==> config.mk <==
export PLATFORM = sky130hd
export DESIGN_NAME = phy_cr_master
export DESIGN_NICKNAME = d
export VERILOG_FILES = /design/src/rtl/phy_cr_pkg.sv /design/src/rtl/phy_cr_pulse_gen.sv /design/src/rtl/phy_cr_seq.sv /design/src/rtl/phy_cr_master.sv
export SDC_FILE = /design/constraint.sdc
export NUM_CORES = 1
export LEC_CHECK = 0
export ABC_CLOCK_PERIOD_IN_PS = 1800
export BUFFER_PORTS_ARGS = -buffer_cell sky130_fd_sc_hd__clkbuf_2
export CORE_MARGIN = 2
export CORE_UTILIZATION = 25
export DETAILED_ROUTE_END_ITERATION = 16
export PLACE_DENSITY = 0.4
export SLEW_MARGIN = 20
export SYNTH_ARGS = -nofsm -noshare
export SYNTH_HDL_FRONTEND = slang
export SYNTH_SLANG_ARGS = --single-unit
==> constraint.sdc <==
create_clock -name clk_i -period 1.8 [get_ports clk_i]
set_clock_uncertainty 0.05 [all_clocks]
set_input_delay 0.27 -clock clk_i [delete_from_list [all_inputs] [get_ports clk_i]]
set_output_delay 0.27 -clock clk_i [all_outputs]
set_load 0.05 [all_outputs]
==> src/rtl/phy_cr_pkg.sv <==
package phy_cr_pkg;
  typedef enum logic [1:0] {PH_IDLE, PH_HIGH, PH_LOW} pulse_phase_e;

  typedef enum logic [2:0] {
    S_IDLE, S_FLUSH, S_SEL, S_ARM, S_LAUNCH, S_POLL, S_RETRY, S_GAP
  } seq_state_e;
endpackage

==> src/rtl/phy_cr_pulse_gen.sv <==
module phy_cr_pulse_gen
  import phy_cr_pkg::*;
#(
  parameter int HI_CYC = 1,
  parameter int LO_CYC = 1
) (
  input  logic clk_i,
  input  logic rst_ni,
  input  logic fire_i,
  output logic clk_o,
  output logic done_o
);
  localparam int PhMax = (HI_CYC > LO_CYC) ? HI_CYC : LO_CYC;
  localparam int CW    = (PhMax < 2) ? 1 : $clog2(PhMax + 1);

  pulse_phase_e phase_q;
  logic [CW-1:0] cnt_q;

  always_ff @(posedge clk_i or negedge rst_ni) begin
    if (!rst_ni) begin
      phase_q <= PH_IDLE;
      cnt_q   <= '0;
      done_o  <= 1'b0;
    end else begin
      done_o <= 1'b0;
      unique case (phase_q)
        PH_IDLE: if (fire_i) begin
          phase_q <= PH_HIGH;
          cnt_q   <= CW'(HI_CYC - 1);
        end
        PH_HIGH: if (cnt_q == '0) begin
          phase_q <= PH_LOW;
          cnt_q   <= CW'(LO_CYC - 1);
        end else cnt_q <= cnt_q - 1'b1;
        PH_LOW: if (cnt_q == '0) begin
          phase_q <= PH_IDLE;
          done_o  <= 1'b1;
        end else cnt_q <= cnt_q - 1'b1;
        default: phase_q <= PH_IDLE;
      endcase
    end
  end

  assign clk_o = (phase_q == PH_HIGH);

  // sequencer must never fire into a pulse in flight
  assert_fire_when_idle_R1: assert property (@(posedge clk_i) disable iff (!rst_ni)
    fire_i |-> phase_q == PH_IDLE);
  assert_high_then_low_R1: assert property (@(posedge clk_i) disable iff (!rst_ni)
    (phase_q == PH_HIGH && cnt_q == '0) |=> phase_q == PH_LOW);
endmodule

==> src/rtl/phy_cr_seq.sv <==
module phy_cr_seq
  import phy_cr_pkg::*;
#(
  parameter int ADDR_W       = 16,
  parameter int DATA_W       = 16,
  parameter int FLUSH_PULSES = 100,
  parameter int MAX_POLLS    = 10,
  parameter int POLL_GAP     = 4
) (
  input  logic              clk_i,
  input  logic              rst_ni,
  input  logic              start_i,
  input  logic              write_i,
  input  logic [ADDR_W-1:0] addr_i,
  input  logic [DATA_W-1:0] wdata_i,
  input  logic              ack_i,
  input  logic [DATA_W-1:0] bus_rdata_i,
  input  logic              pulse_done_i,
  output logic              fire_o,
  output logic              busy_o,
  output logic              done_o,
  output logic              timeout_o,
  output logic [DATA_W-1:0] rdata_o,
  output logic              sel_o,
  output logic              rd_en_o,
  output logic              wr_en_o,
  output logic [ADDR_W-1:0] addr_o,
  output logic [DATA_W-1:0] wdata_o
);
  localparam int FW = $clog2(FLUSH_PULSES + 1);
  localparam int PW = $clog2(MAX_POLLS + 1);
  localparam int GW = (POLL_GAP < 2) ? 1 : $clog2(POLL_GAP + 1);

  seq_state_e state_q;
  logic [FW-1:0] flush_q;
  logic [PW-1:0] poll_q;
  logic [GW-1:0] gap_q;
  logic          wr_q;
  logic [ADDR_W-1:0] addr_q;
  logic [DATA_W-1:0] wdata_q;

  always_ff @(posedge clk_i or negedge rst_ni) begin
    if (!rst_ni) begin
      state_q   <= S_IDLE;
      flush_q   <= '0;
      poll_q    <= '0;
      gap_q     <= '0;
      wr_q      <= 1'b0;
      addr_q    <= '0;
      wdata_q   <= '0;
      fire_o    <= 1'b0;
      done_o    <= 1'b0;
      timeout_o <= 1'b0;
      rdata_o   <= '0;
      sel_o     <= 1'b0;
      rd_en_o   <= 1'b0;
      wr_en_o   <= 1'b0;
      addr_o    <= '0;
      wdata_o   <= '0;
    end else begin
      fire_o    <= 1'b0;
      done_o    <= 1'b0;
      timeout_o <= 1'b0;
      unique case (state_q)
        S_IDLE: if (start_i) begin
          wr_q    <= write_i;
          addr_q  <= addr_i;
          wdata_q <= wdata_i;
          flush_q <= '0;
          fire_o  <= 1'b1;
          state_q <= S_FLUSH;
        end
        S_FLUSH: if (pulse_done_i) begin
          if (flush_q == FW'(FLUSH_PULSES - 1)) state_q <= S_SEL;
          else begin
            flush_q <= flush_q + 1'b1;
            fire_o  <= 1'b1;
          end
        end
        S_SEL: begin
          sel_o   <= 1'b1;
          addr_o  <= addr_q;
          wdata_o <= wr_q ? wdata_q : '0;
          state_q <= S_ARM;
        end
        S_ARM: begin
          wr_en_o <= wr_q;
          rd_en_o <= !wr_q;
          fire_o  <= 1'b1;
          state_q <= S_LAUNCH;
        end
        S_LAUNCH: if (pulse_done_i) begin
          wr_en_o <= 1'b0;
          rd_en_o <= 1'b0;
          poll_q  <= '0;
          state_q <= S_POLL;
        end
        S_POLL: begin
          if (ack_i) begin
            if (!wr_q) rdata_o <= bus_rdata_i;
            done_o  <= 1'b1;
            sel_o   <= 1'b0;
            state_q <= S_IDLE;
          end else if (poll_q == PW'(MAX_POLLS - 1)) begin
            done_o    <= 1'b1;
            timeout_o <= 1'b1;
            sel_o     <= 1'b0;
            state_q   <= S_IDLE;
          end else begin
            fire_o  <= 1'b1;
            state_q <= S_RETRY;
          end
        end
        S_RETRY: if (pulse_done_i) begin
          gap_q   <= GW'(POLL_GAP - 1);
          state_q <= S_GAP;
        end
        S_GAP: begin
          if (gap_q == '0) begin
            poll_q  <= poll_q + 1'b1;
            state_q <= S_POLL;
          end else gap_q <= gap_q - 1'b1;
        end
        default: state_q <= S_IDLE;
      endcase
    end
  end

  assign busy_o = (state_q != S_IDLE);

  // request latches frozen for the whole access
  assert_req_frozen_R10: assert property (@(posedge clk_i) disable iff (!rst_ni)
    (busy_o && $past(busy_o)) |-> ($stable(addr_q) && $stable(wr_q)));
  assert_poll_bound_R6: assert property (@(posedge clk_i) disable iff (!rst_ni)
    poll_q < PW'(MAX_POLLS));
endmodule

==> src/rtl/phy_cr_master.sv <==
module phy_cr_master #(
  parameter int ADDR_W       = 16,
  parameter int DATA_W       = 16,
  parameter int FLUSH_PULSES = 100,
  parameter int MAX_POLLS    = 10,
  parameter int HI_CYC       = 1,
  parameter int LO_CYC       = 1,
  parameter int POLL_GAP     = 4
) (
  input  logic              clk_i,
  input  logic              rst_ni,
  input  logic              start_i,
  input  logic              write_i,
  input  logic [ADDR_W-1:0] addr_i,
  input  logic [DATA_W-1:0] wdata_i,
  output logic              busy_o,
  output logic              done_o,
  output logic              timeout_o,
  output logic [DATA_W-1:0] rdata_o,
  output logic              cr_clk_o,
  output logic              cr_sel_o,
  output logic              cr_rd_en_o,
  output logic              cr_wr_en_o,
  output logic [ADDR_W-1:0] cr_addr_o,
  output logic [DATA_W-1:0] cr_wdata_o,
  input  logic              cr_ack_i,
  input  logic [DATA_W-1:0] cr_rdata_i
);
  logic fire, pulse_done;

  phy_cr_pulse_gen #(.HI_CYC(HI_CYC), .LO_CYC(LO_CYC)) pulse_i (
    .clk_i  (clk_i),
    .rst_ni (rst_ni),
    .fire_i (fire),
    .clk_o  (cr_clk_o),
    .done_o (pulse_done)
  );

  phy_cr_seq #(
    .ADDR_W(ADDR_W), .DATA_W(DATA_W), .FLUSH_PULSES(FLUSH_PULSES),
    .MAX_POLLS(MAX_POLLS), .POLL_GAP(POLL_GAP)
  ) seq_i (
    .clk_i        (clk_i),
    .rst_ni       (rst_ni),
    .start_i      (start_i),
    .write_i      (write_i),
    .addr_i       (addr_i),
    .wdata_i      (wdata_i),
    .ack_i        (cr_ack_i),
    .bus_rdata_i  (cr_rdata_i),
    .pulse_done_i (pulse_done),
    .fire_o       (fire),
    .busy_o       (busy_o),
    .done_o       (done_o),
    .timeout_o    (timeout_o),
    .rdata_o      (rdata_o),
    .sel_o        (cr_sel_o),
    .rd_en_o      (cr_rd_en_o),
    .wr_en_o      (cr_wr_en_o),
    .addr_o       (cr_addr_o),
    .wdata_o      (cr_wdata_o)
  );

  assert_idle_clock_quiet_R1: assert property (@(posedge clk_i) disable iff (!rst_ni)
    !busy_o |-> !cr_clk_o);
  assert_addr_stable_R3: assert property (@(posedge clk_i) disable iff (!rst_ni)
    (cr_sel_o && $past(cr_sel_o)) |-> $stable(cr_addr_o));
  assert_enables_exclusive_R5: assert property (@(posedge clk_i) disable iff (!rst_ni)
    !(cr_rd_en_o && cr_wr_en_o));
  assert_enable_needs_sel_R5: assert property (@(posedge clk_i) disable iff (!rst_ni)
    (cr_rd_en_o || cr_wr_en_o) |-> cr_sel_o);
  assert_done_single_R9: assert property (@(posedge clk_i) disable iff (!rst_ni)
    done_o |=> !done_o);
  assert_timeout_with_done_R7: assert property (@(posedge clk_i) disable iff (!rst_ni)
    timeout_o |-> done_o);
endmodule

==> flow_summary.json, run 1 <==
{
  "utilization_pct": 32.1,
  "hp-start": "wdata_i[6]",
  "antenna_found_initial": 0,
  "end_kind": "flip-flop",
  "period_minus_slack_ps": 1710,
  "grt_pass1_vias": 3328,
  "core-area_mm2": 0.0180,
  "grt_overflow": 0,
  "drive_gt1_share_pct": 39.9,
  "fp.dieH_um": 139,
  "regArea_mm2": 0.00268,
  "drt_first_pass_iters": 4,
  "areaGrowthSynthToFinish_pct": 26.3,
  "cts_buffers": 9,
  "p_per_area_mw_per_mm2": 1960,
  "yosys_warnings": 0,
  "tightestPinTransition_ps": 612,
  "multi_input_area_mm2": 0.00176,
  "crit_slowest_cell": "dfrtp_1",
  "dieArea_mm2": 0.0194,
  "postCtsSetupRepairBufs": 0,
  "start_util_pct": 25.4,
  "path_max_fanout": 22,
  "path_clk_slew_ps": 80,
  "syn_avg_cell_area_um2": 11.9,
  "reg2regPathDepth": 4,
  "grt_max_degree": 108,
  "place_inst": 721,
  "drc_errors": 0,
  "cp-start-kind": "flip-flop",
  "cp.required_ps": 2000,
  "min_delay_path_depth": 2,
  "io_buffers": 107,
  "cts_tree": "yes",
  "vias": 3204,
  "finalCritPeriodShare_pct": 95.1,
  "totalWireLength_um": 10600,
  "n_antenna_cell": 0,
  "setup.worst_path.class": "flip-flop to flip-flop",
  "drv_cap": 0,
  "place.gp.congestion": 0.790,
  "whs_ps": 85.8,
  "cts_sinks": 107,
  "slew_headroom_pct": 59.2,
  "dr.first_iter.drc_count": 110,
  "ir_drop_v": 0.000935,
  "final_hold_viol_count": 0,
  "power.total_mw": 11.3,
  "min_to": "seq_i.wdata_q[6]",
  "setup_tns_ps": 0,
  "gr-usage-all-layers_pct": 11.4,
  "synth_seq_cells": 107,
  "ys.flop_type": "dfrtp_1",
  "setup_viol": 0,
  "cp.arrival_ps": 1910,
  "final_cell_mix": "dfrtp_1 (106), clkbuf_2 (105), nand2_1 (92)",
  "dpl.hpwl_um": 7320,
  "layout_setup_ws_ps": 89.1,
  "max_freq_mhz": 584,
  "root_buffer": "clkbuf_16",
  "seq_area_frac_synth_pct": 58.6,
  "dp_slack_ps": 91.5,
  "die_w_um": 139,
  "insertion_delay_ps": 360,
  "synth_edf_count": 0,
  "rows": 49,
  "slew_violations": 0,
  "hp-class": "primary input to flip-flop",
  "layout_commonest_cell": "dfrtp_1",
  "reg2reg_from": "seq_i.state_q[0]",
  "synth_nets": 443,
  "ant_nets": 0,
  "ys_types": 49,
  "final_nets": 562,
  "regToRegSetupSlack_ps": 90,
  "final_area_mm2": 0.00577,
  "placed_area_mm2": 0.00545,
  "rr_endpoint": "seq_i.addr_q[1]",
  "io_pins": 108,
  "nFillCells": 1823,
  "status": "complete, no violations",
  "netlist_area_mm2": 0.00457,
  "synthArstFlopShare_pct": 100,
  "rsz0062_at_grt": "false",
  "critical_path.max_stage_delay_ps": 420,
  "synthCells": 385,
  "wl_per_cell_um": 14.3,
  "cts_buffer_depth": 2,
  "cts-htree-levels": 3,
  "vias_per_cell": 4.34,
  "p_leak_nw": 2.88,
  "grt_pass1_wl_um": 17800,
  "cp_cell_sequence": "nor2_1 > and3_2 > buf_12 > mux2_2",
  "final_cells": 738
}
[Yosys cell counts, drive strengths merged (2+ instances only)]
master   count  area (µm²)
and3         2        12.5
mux2        50         672
nand2       92         345
nand3b       2        15.0
nor2b        7        46.3
clkbuf       5        18.8
nor2        13        53.8
ha           5        62.6
and2         2        12.5
inv          6        22.5
or3          4        25.0
o21ai       12        60.1
a21oi        8        40.0
o2bb2ai      2        17.5
nand2b       2        12.5
nor3b        4        30.0
dfrtp      107        2680
xor2         2        17.5
buf         13        97.6
nand3       26         143
a31oi        3        25.0
[routing by layer]
| layer | track usage (%) | share of wire [%] |
|---|---|---|
| met5 | 0 | 0 |
| met4 | 3.19 | 1.2 |
| met3 | 4.39 | 7.2 |
| met2 | 17.4 | 45 |
| met1 | 15.3 | 47 |
[where the power goes]
part	total [mW]	internal (mW)	switching, mW
Combinational	5.16	1.79	3.37
Sequential	4.16	3.47	0.696
Clock	1.96	0.979	0.983
[area by class of cell]
class                           count  share of cell area, %
Sequential cell                   107                   46.4
Timing Repair Buffer              126                   12.5
Clock inverter                      7                   1.21
Clock buffer                        9                   3.90
Multi-Input combinational cell    254                   30.5
Inverter                            6                  0.390
Tap cell                          229                   4.97
[critical path: cells and delay by family, from the launching register on]
kind                   cells  cell delay (ps)
AND/OR/NAND/NOR            2              530
buffers and inverters      1              240
flip-flops                 1              420
multiplexers               1              350
[how the worst max path moves through the flow]
stage                       to              from
2_1_floorplan  seq_i.poll_q[3]    seq_i.gap_q[0]
3_3_place_gp   seq_i.poll_q[3]    seq_i.gap_q[0]
3_5_place_dp   seq_i.addr_q[1]  seq_i.state_q[0]
4_1_cts                 busy_o  seq_i.state_q[2]
5_1_grt        seq_i.poll_q[3]    seq_i.gap_q[0]
6_report       seq_i.addr_q[1]  seq_i.state_q[0]
[registers in the layout, summed over array words and instances (netlist names)]
register / cells
pulse_i.phase_q: 2
seq_i.gap_q: 3
seq_i.timeout_o: 1
seq_i.rd_en_o: 1
seq_i.rdata_o: 16
seq_i.done_o: 1
seq_i.addr_q: 16
seq_i.wdata_q: 16
seq_i.wdata_o: 16
seq_i.fire_o: 1
pulse_i.done_o: 1
seq_i.flush_q: 7
seq_i.wr_en_o: 1
seq_i.poll_q: 4
seq_i.addr_o: 16
seq_i.state_q: 3
seq_i.wr_q: 1
seq_i.sel_o: 1
[repair_timing]
| action | CTS | global route |
|---|---|---|
| gates resized for setup | 1 | 3 |
| pin swaps | 0 | 0 |
| setup endpoints to repair | 1 | 2 |
| hold endpoints to repair | 107 | 0 |
| hold buffers | 1 | 0 |
| cloned | 0 | 0 |
[cell families after synthesis]
group | count (synthesis) | synth area share (%)
XOR/XNOR | 2 | 0.384
adder cells (fa/ha/maj) | 5 | 1.37
AO/OA/AOI/OAI | 37 | 5.32
multiplexers | 50 | 14.7
AND/OR/NAND/NOR | 160 | 16.5
flip-flops | 107 | 58.6
buffers and inverters | 24 | 3.04
(Power assumes the default switching activity.)
==> inputs of run 2 (changes only) <==
--- a/config.mk
+++ b/config.mk
@@ -8,9 +8,10 @@
 export ABC_CLOCK_PERIOD_IN_PS = 1800
 export BUFFER_PORTS_ARGS = -buffer_cell sky130_fd_sc_hd__clkbuf_2
 export CORE_MARGIN = 2
-export CORE_UTILIZATION = 25
+export CORE_UTILIZATION = 45
 export DETAILED_ROUTE_END_ITERATION = 16
-export PLACE_DENSITY = 0.4
+export PLACE_DENSITY = 0.66
+export REMOVE_ABC_BUFFERS = 1
 export SLEW_MARGIN = 20
 export SYNTH_ARGS = -nofsm -noshare
 export SYNTH_HDL_FRONTEND = slang
==> constraint.sdc (replaced) <==
create_clock -name clk_i -period 1.8 [get_ports clk_i]
set_clock_uncertainty 0.05 [all_clocks]
set_input_delay 0.18 -clock clk_i [delete_from_list [all_inputs] [get_ports clk_i]]
set_output_delay 0.18 -clock clk_i [all_outputs]
set_load 0.05 [all_outputs]
==> run 2 against run 1 <==
Die area fell by 43%. Utilization grew 30 points. Largest power group unchanged. Highest routed layer unchanged. Via count increased by 6.7%.
==> flow_summary.json, run 2 (synthesis gave the netlist of run 1 again) <==
{
  "dp_slack_ps": 48.3,
  "io_pins": 108,
  "ir_drop_v": 0.00106,
  "regArea_mm2": 0.00268,
  "rsz0062_at_grt": "false",
  "power.total_mw": 10.9,
  "place.gp.congestion": 0.771,
  "ant_nets": 0,
  "rows": 36,
  "grt_pass1_wl_um": 17700,
  "cts-htree-levels": 3,
  "placed_area_mm2": 0.00533,
  "final_hold_viol_count": 0,
  "dpl.hpwl_um": 6750,
  "fp.dieH_um": 105,
  "io_buffers": 107,
  "cp-start-kind": "flip-flop",
  "grt_pass1_vias": 3535,
  "whs_ps": 193,
  "setup_viol": 0,
  "cts_buffers": 9,
  "gr-usage-all-layers_pct": 20.0,
  "setup_tns_ps": 0,
  "cp.arrival_ps": 1500,
  "drc_errors": 0,
  "layout_commonest_cell": "dfrtp_1",
  "tightestPinTransition_ps": 504,
  "p_per_area_mw_per_mm2": 1810,
  "n_antenna_cell": 0,
  "core-area_mm2": 0.00982,
  "wl_per_cell_um": 15.1,
  "start_util_pct": 46.5,
  "cts_tree": "yes",
  "grt_overflow": 0,
  "utilization_pct": 61.7,
  "insertion_delay_ps": 370,
  "cts_buffer_depth": 2,
  "slew_violations": 0,
  "status": "complete, no violations",
  "final_cell_mix": "dfrtp_1 (107), clkbuf_2 (106), nand2_1 (92)",
  "place_inst": 625,
  "dieArea_mm2": 0.0110,
  "die_w_um": 105,
  "final_cells": 692,
  "multi_input_area_mm2": 0.00177,
  "nFillCells": 814,
  "cp.required_ps": 1570,
  "hp-class": "primary input to flip-flop",
  "drt_first_pass_iters": 4,
  "path_clk_slew_ps": 100,
  "vias_per_cell": 4.94,
  "regToRegSetupSlack_ps": 80,
  "vias": 3419,
  "layout_setup_ws_ps": 71.2,
  "dr.first_iter.drc_count": 188,
  "drive_gt1_share_pct": 36.3,
  "setup.worst_path.class": "flip-flop to output pin",
  "antenna_found_initial": 0,
  "max_freq_mhz": 578,
  "totalWireLength_um": 10400,
  "finalCritPeriodShare_pct": 96.0,
  "period_minus_slack_ps": 1730,
  "grt_max_degree": 45,
  "final_nets": 612,
  "end_kind": "output pin",
  "path_max_fanout": 12,
  "p_leak_nw": 3.05,
  "final_area_mm2": 0.00606,
  "drv_cap": 0,
  "root_buffer": "clkbuf_8",
  "cts_sinks": 107,
  "areaGrowthSynthToFinish_pct": 32.6,
  "slew_headroom_pct": 66.4
}
==> run 2: changes by cell type in the layout (fill, tap and decap cells not counted), sizes merged <==
| cell | delta |
|---|---|
| clkinvlp | +1 |
| dlygate4sd3 | +50 |
| inv | -1 |
| bufinv | +1 |
| clkinv | -1 |
==> run 2: power by group <==
group	internal, mW	switching [mW]	total [mW]
Combinational	1.86	3.36	5.22
Sequential	3.46	0.744	4.21
Clock	0.657	0.856	1.51
Total	5.98	4.96	10.9
==> run 2: metal layers <==
metal / global-route usage [%] / part of all wire, % / up-vias
li1: - / - / 1643
met1: 26.6 / 46 / 1661
met2: 33.1 / 48 / 100
met3: 4.43 / 5.0 / 15
met4: 5.43 / 1.4 / 0
met5: 0 / 0 / -
==> run 2: path summary, 6_finish.rpt <==
check                                   start                  to  depth (start not counted)
max                          seq_i.state_q[2]              busy_o                          4
min                                   start_i    seq_i.state_q[0]                          4
max reg2reg                  seq_i.state_q[0]     seq_i.addr_q[4]                          4
min reg2reg                pulse_i.phase_q[0]  pulse_i.phase_q[0]                          1
max in group asynchronous              rst_ni    seq_i.wdata_o[2]                          3
min in group asynchronous              rst_ni     seq_i.poll_q[3]                          2
==> run 2: cell type report <==
| class | count | area share [%] |
|---|---|---|
| Clock buffer | 9 | 2.05 |
| Sequential cell | 107 | 44.2 |
| Inverter | 6 | 0.372 |
| Timing Repair Buffer | 176 | 20.2 |
| Clock inverter | 7 | 1.26 |
| Multi-Input combinational cell | 254 | 29.2 |
| Tap cell | 133 | 2.75 |
==> run 2: critical path, cell delays in order (launching register included) <==
cell and delay, ps:
dfrtp_1 530, inv_1 100, buf_4 170, nand2_1 70, clkbuf_2 270
==> run 2: what timing repair did <==
| action | in CTS | in global routing |
|---|---|---|
| setup endpoints to repair | 0 | 12 |
| hold buffers | 51 | 0 |
| gates resized for setup | 0 | 3 |
| buffers inserted | 0 | 0 |
| endpoints found under the hold margin | 84 | 0 |
==> inputs of run 3 (changes only) <==
--- a/config.mk
+++ b/config.mk
@@ -11,7 +11,6 @@
 export CORE_UTILIZATION = 45
 export DETAILED_ROUTE_END_ITERATION = 16
 export PLACE_DENSITY = 0.66
-export REMOVE_ABC_BUFFERS = 1
 export SLEW_MARGIN = 20
 export SYNTH_ARGS = -nofsm -noshare
 export SYNTH_HDL_FRONTEND = slang
==> run 3 against run 2 <==
Setup slack improved by 7.7 ps. Routed wire length decreased by 3.0%. Die area unchanged. Sequential power about the same. Combinational power about the same. Non-clock buffer count decreased by 2. Final cell count decreased by 0.29%. Register-to-register slack about the same. Count of clock-buffer cells in the layout increased by 1. Largest cell class unchanged. Largest power group unchanged. Highest routed layer unchanged.
==> flow_summary.json, run 3 (synthesis gave the netlist of run 1 again) <==
{
  "grt_overflow": 0,
  "grt_pass1_wl_um": 17300,
  "path_clk_slew_ps": 120,
  "dieArea_mm2": 0.0110,
  "path_max_fanout": 5,
  "gr-usage-all-layers_pct": 19.4,
  "vias": 3360,
  "drt_first_pass_iters": 4,
  "antenna_found_initial": 0,
  "cp.arrival_ps": 1970,
  "status": "complete, no violations",
  "place.gp.congestion": 0.846,
  "finalCritPeriodShare_pct": 95.6,
  "setup_tns_ps": 0,
  "layout_commonest_cell": "dfrtp_1",
  "cts_buffer_depth": 2,
  "slew_violations": 0,
  "p_comb_share_pct": 48.0,
  "ir_drop_v": 0.00119,
  "cts_tree": "yes",
  "max_freq_mhz": 581,
  "clkPwrFrac_pct": 13.5,
  "final_area_mm2": 0.00606,
  "seqPwrFrac_pct": 38.5,
  "final_cell_mix": "dfrtp_1 (107), clkbuf_2 (106), nand2_1 (92)",
  "insertion_delay_ps": 370,
  "die_w_um": 105,
  "drive_gt1_share_pct": 35.9,
  "swShare_pct": 45.8,
  "power.total_mw": 10.9,
  "n_antenna_cell": 0,
  "grt_pass1_vias": 3529,
  "totalWireLength_um": 10100,
  "cts_buffers": 9,
  "io_buffers": 107,
  "setup.worst_path.class": "flip-flop to flip-flop",
  "drv_cap": 0,
  "hp-class": "primary input to async pin",
  "ant_nets": 0,
  "p_leak_nw": 3.04,
  "slew_headroom_pct": 76.1,
  "cts-htree-levels": 3,
  "nFillCells": 793,
  "setup_viol": 0,
  "dr.first_iter.drc_count": 133,
  "drc_errors": 0,
  "vias_per_cell": 4.87,
  "wl_per_cell_um": 14.7,
  "areaGrowthSynthToFinish_pct": 32.6,
  "tightestPinTransition_ps": 358,
  "p_per_area_mw_per_mm2": 1790,
  "placed_area_mm2": 0.00533,
  "switching_power_mw": 4.97,
  "start_util_pct": 46.5,
  "startpoint": "seq_i.gap_q[1]",
  "io_pins": 108,
  "grt_max_degree": 49,
  "whs_ps": 202,
  "utilization_pct": 61.7,
  "final_hold_viol_count": 0,
  "root_buffer": "clkbuf_8",
  "cts_sinks": 107,
  "dpl.hpwl_um": 6780,
  "final_nets": 610,
  "cp.required_ps": 2050,
  "rows": 36,
  "core-area_mm2": 0.00982,
  "period_minus_slack_ps": 1720,
  "reg2reg_from": "seq_i.gap_q[1]",
  "p_int_mw": 5.88,
  "fp.dieH_um": 105,
  "cp-start-kind": "flip-flop",
  "end_kind": "flip-flop"
}
[run 3: per-stage QoR]
step,worst slack (ps),instances
floorplan,212,385
global placement,163,622
detailed placement,94.8,622
CTS,39.9,688
global route,-3.47,690
finish,79.0,690
[run 3: what timing repair did]
item,CTS,global route
endpoints found under the hold margin,95,1
setup endpoints to repair,0,1
resized for setup,0,1
hold buffers,50,1
setup buffers,0,1
[run 3: power by group through the flow]
stage / clock (mW) / sequential [mW] / combinational (mW)
6_report: 1.46 / 4.18 / 5.21
5_1_grt: 1.61 / 4.33 / 5.58
4_1_cts: 1.52 / 4.17 / 5.25
3_5_place_dp: 0 / 4.20 / 5.16
3_3_place_gp: 0 / 4.15 / 5.07
2_1_floorplan: 0 / 5.90 / 2.13
[run 3: final timing paths]
kind | depth (start not counted) | slack, ps | endpoint
worst min-delay path | 2 | 200 | seq_i.rdata_o[10]
worst max register to register | 6 | 80 | seq_i.poll_q[3]
min in group clk_i | 4 | 220 | seq_i.state_q[0]
max in group asynchronous | 3 | 910 | seq_i.wdata_q[12]
worst min register to register | 2 | 420 | seq_i.addr_o[9]
worst max-delay path | 6 | 80 | seq_i.poll_q[3]
[run 3: critical path, stage by stage, from the launching register on]
cell      delay (ps)
dfrtp_1          390
inv_1            100
ha_2             200
nand2b_1         120
or4_1            540
xor2_1           150
nor2_1           110
[run 3: metal layers]
metal	vias to the layer above	wire length, µm	track usage (%)
li1	1635	-	-
met1	1618	4580	25.7
met2	101	4910	31.8
met3	6	551	4.99
met4	0	80	5.14
met5	-	0	0
[run 3: cell type report]
cell class              instances  area, µm²  area share [%]
repair buffers                174       1230            20.3
inverters                       6       22.5           0.372
clock buffers                  10        138            2.27
well taps                     133        166            2.75
multi-input cells             254       1760            29.0
flip-flops and latches        107       2680            44.2
clock inverters                 6       63.8            1.05
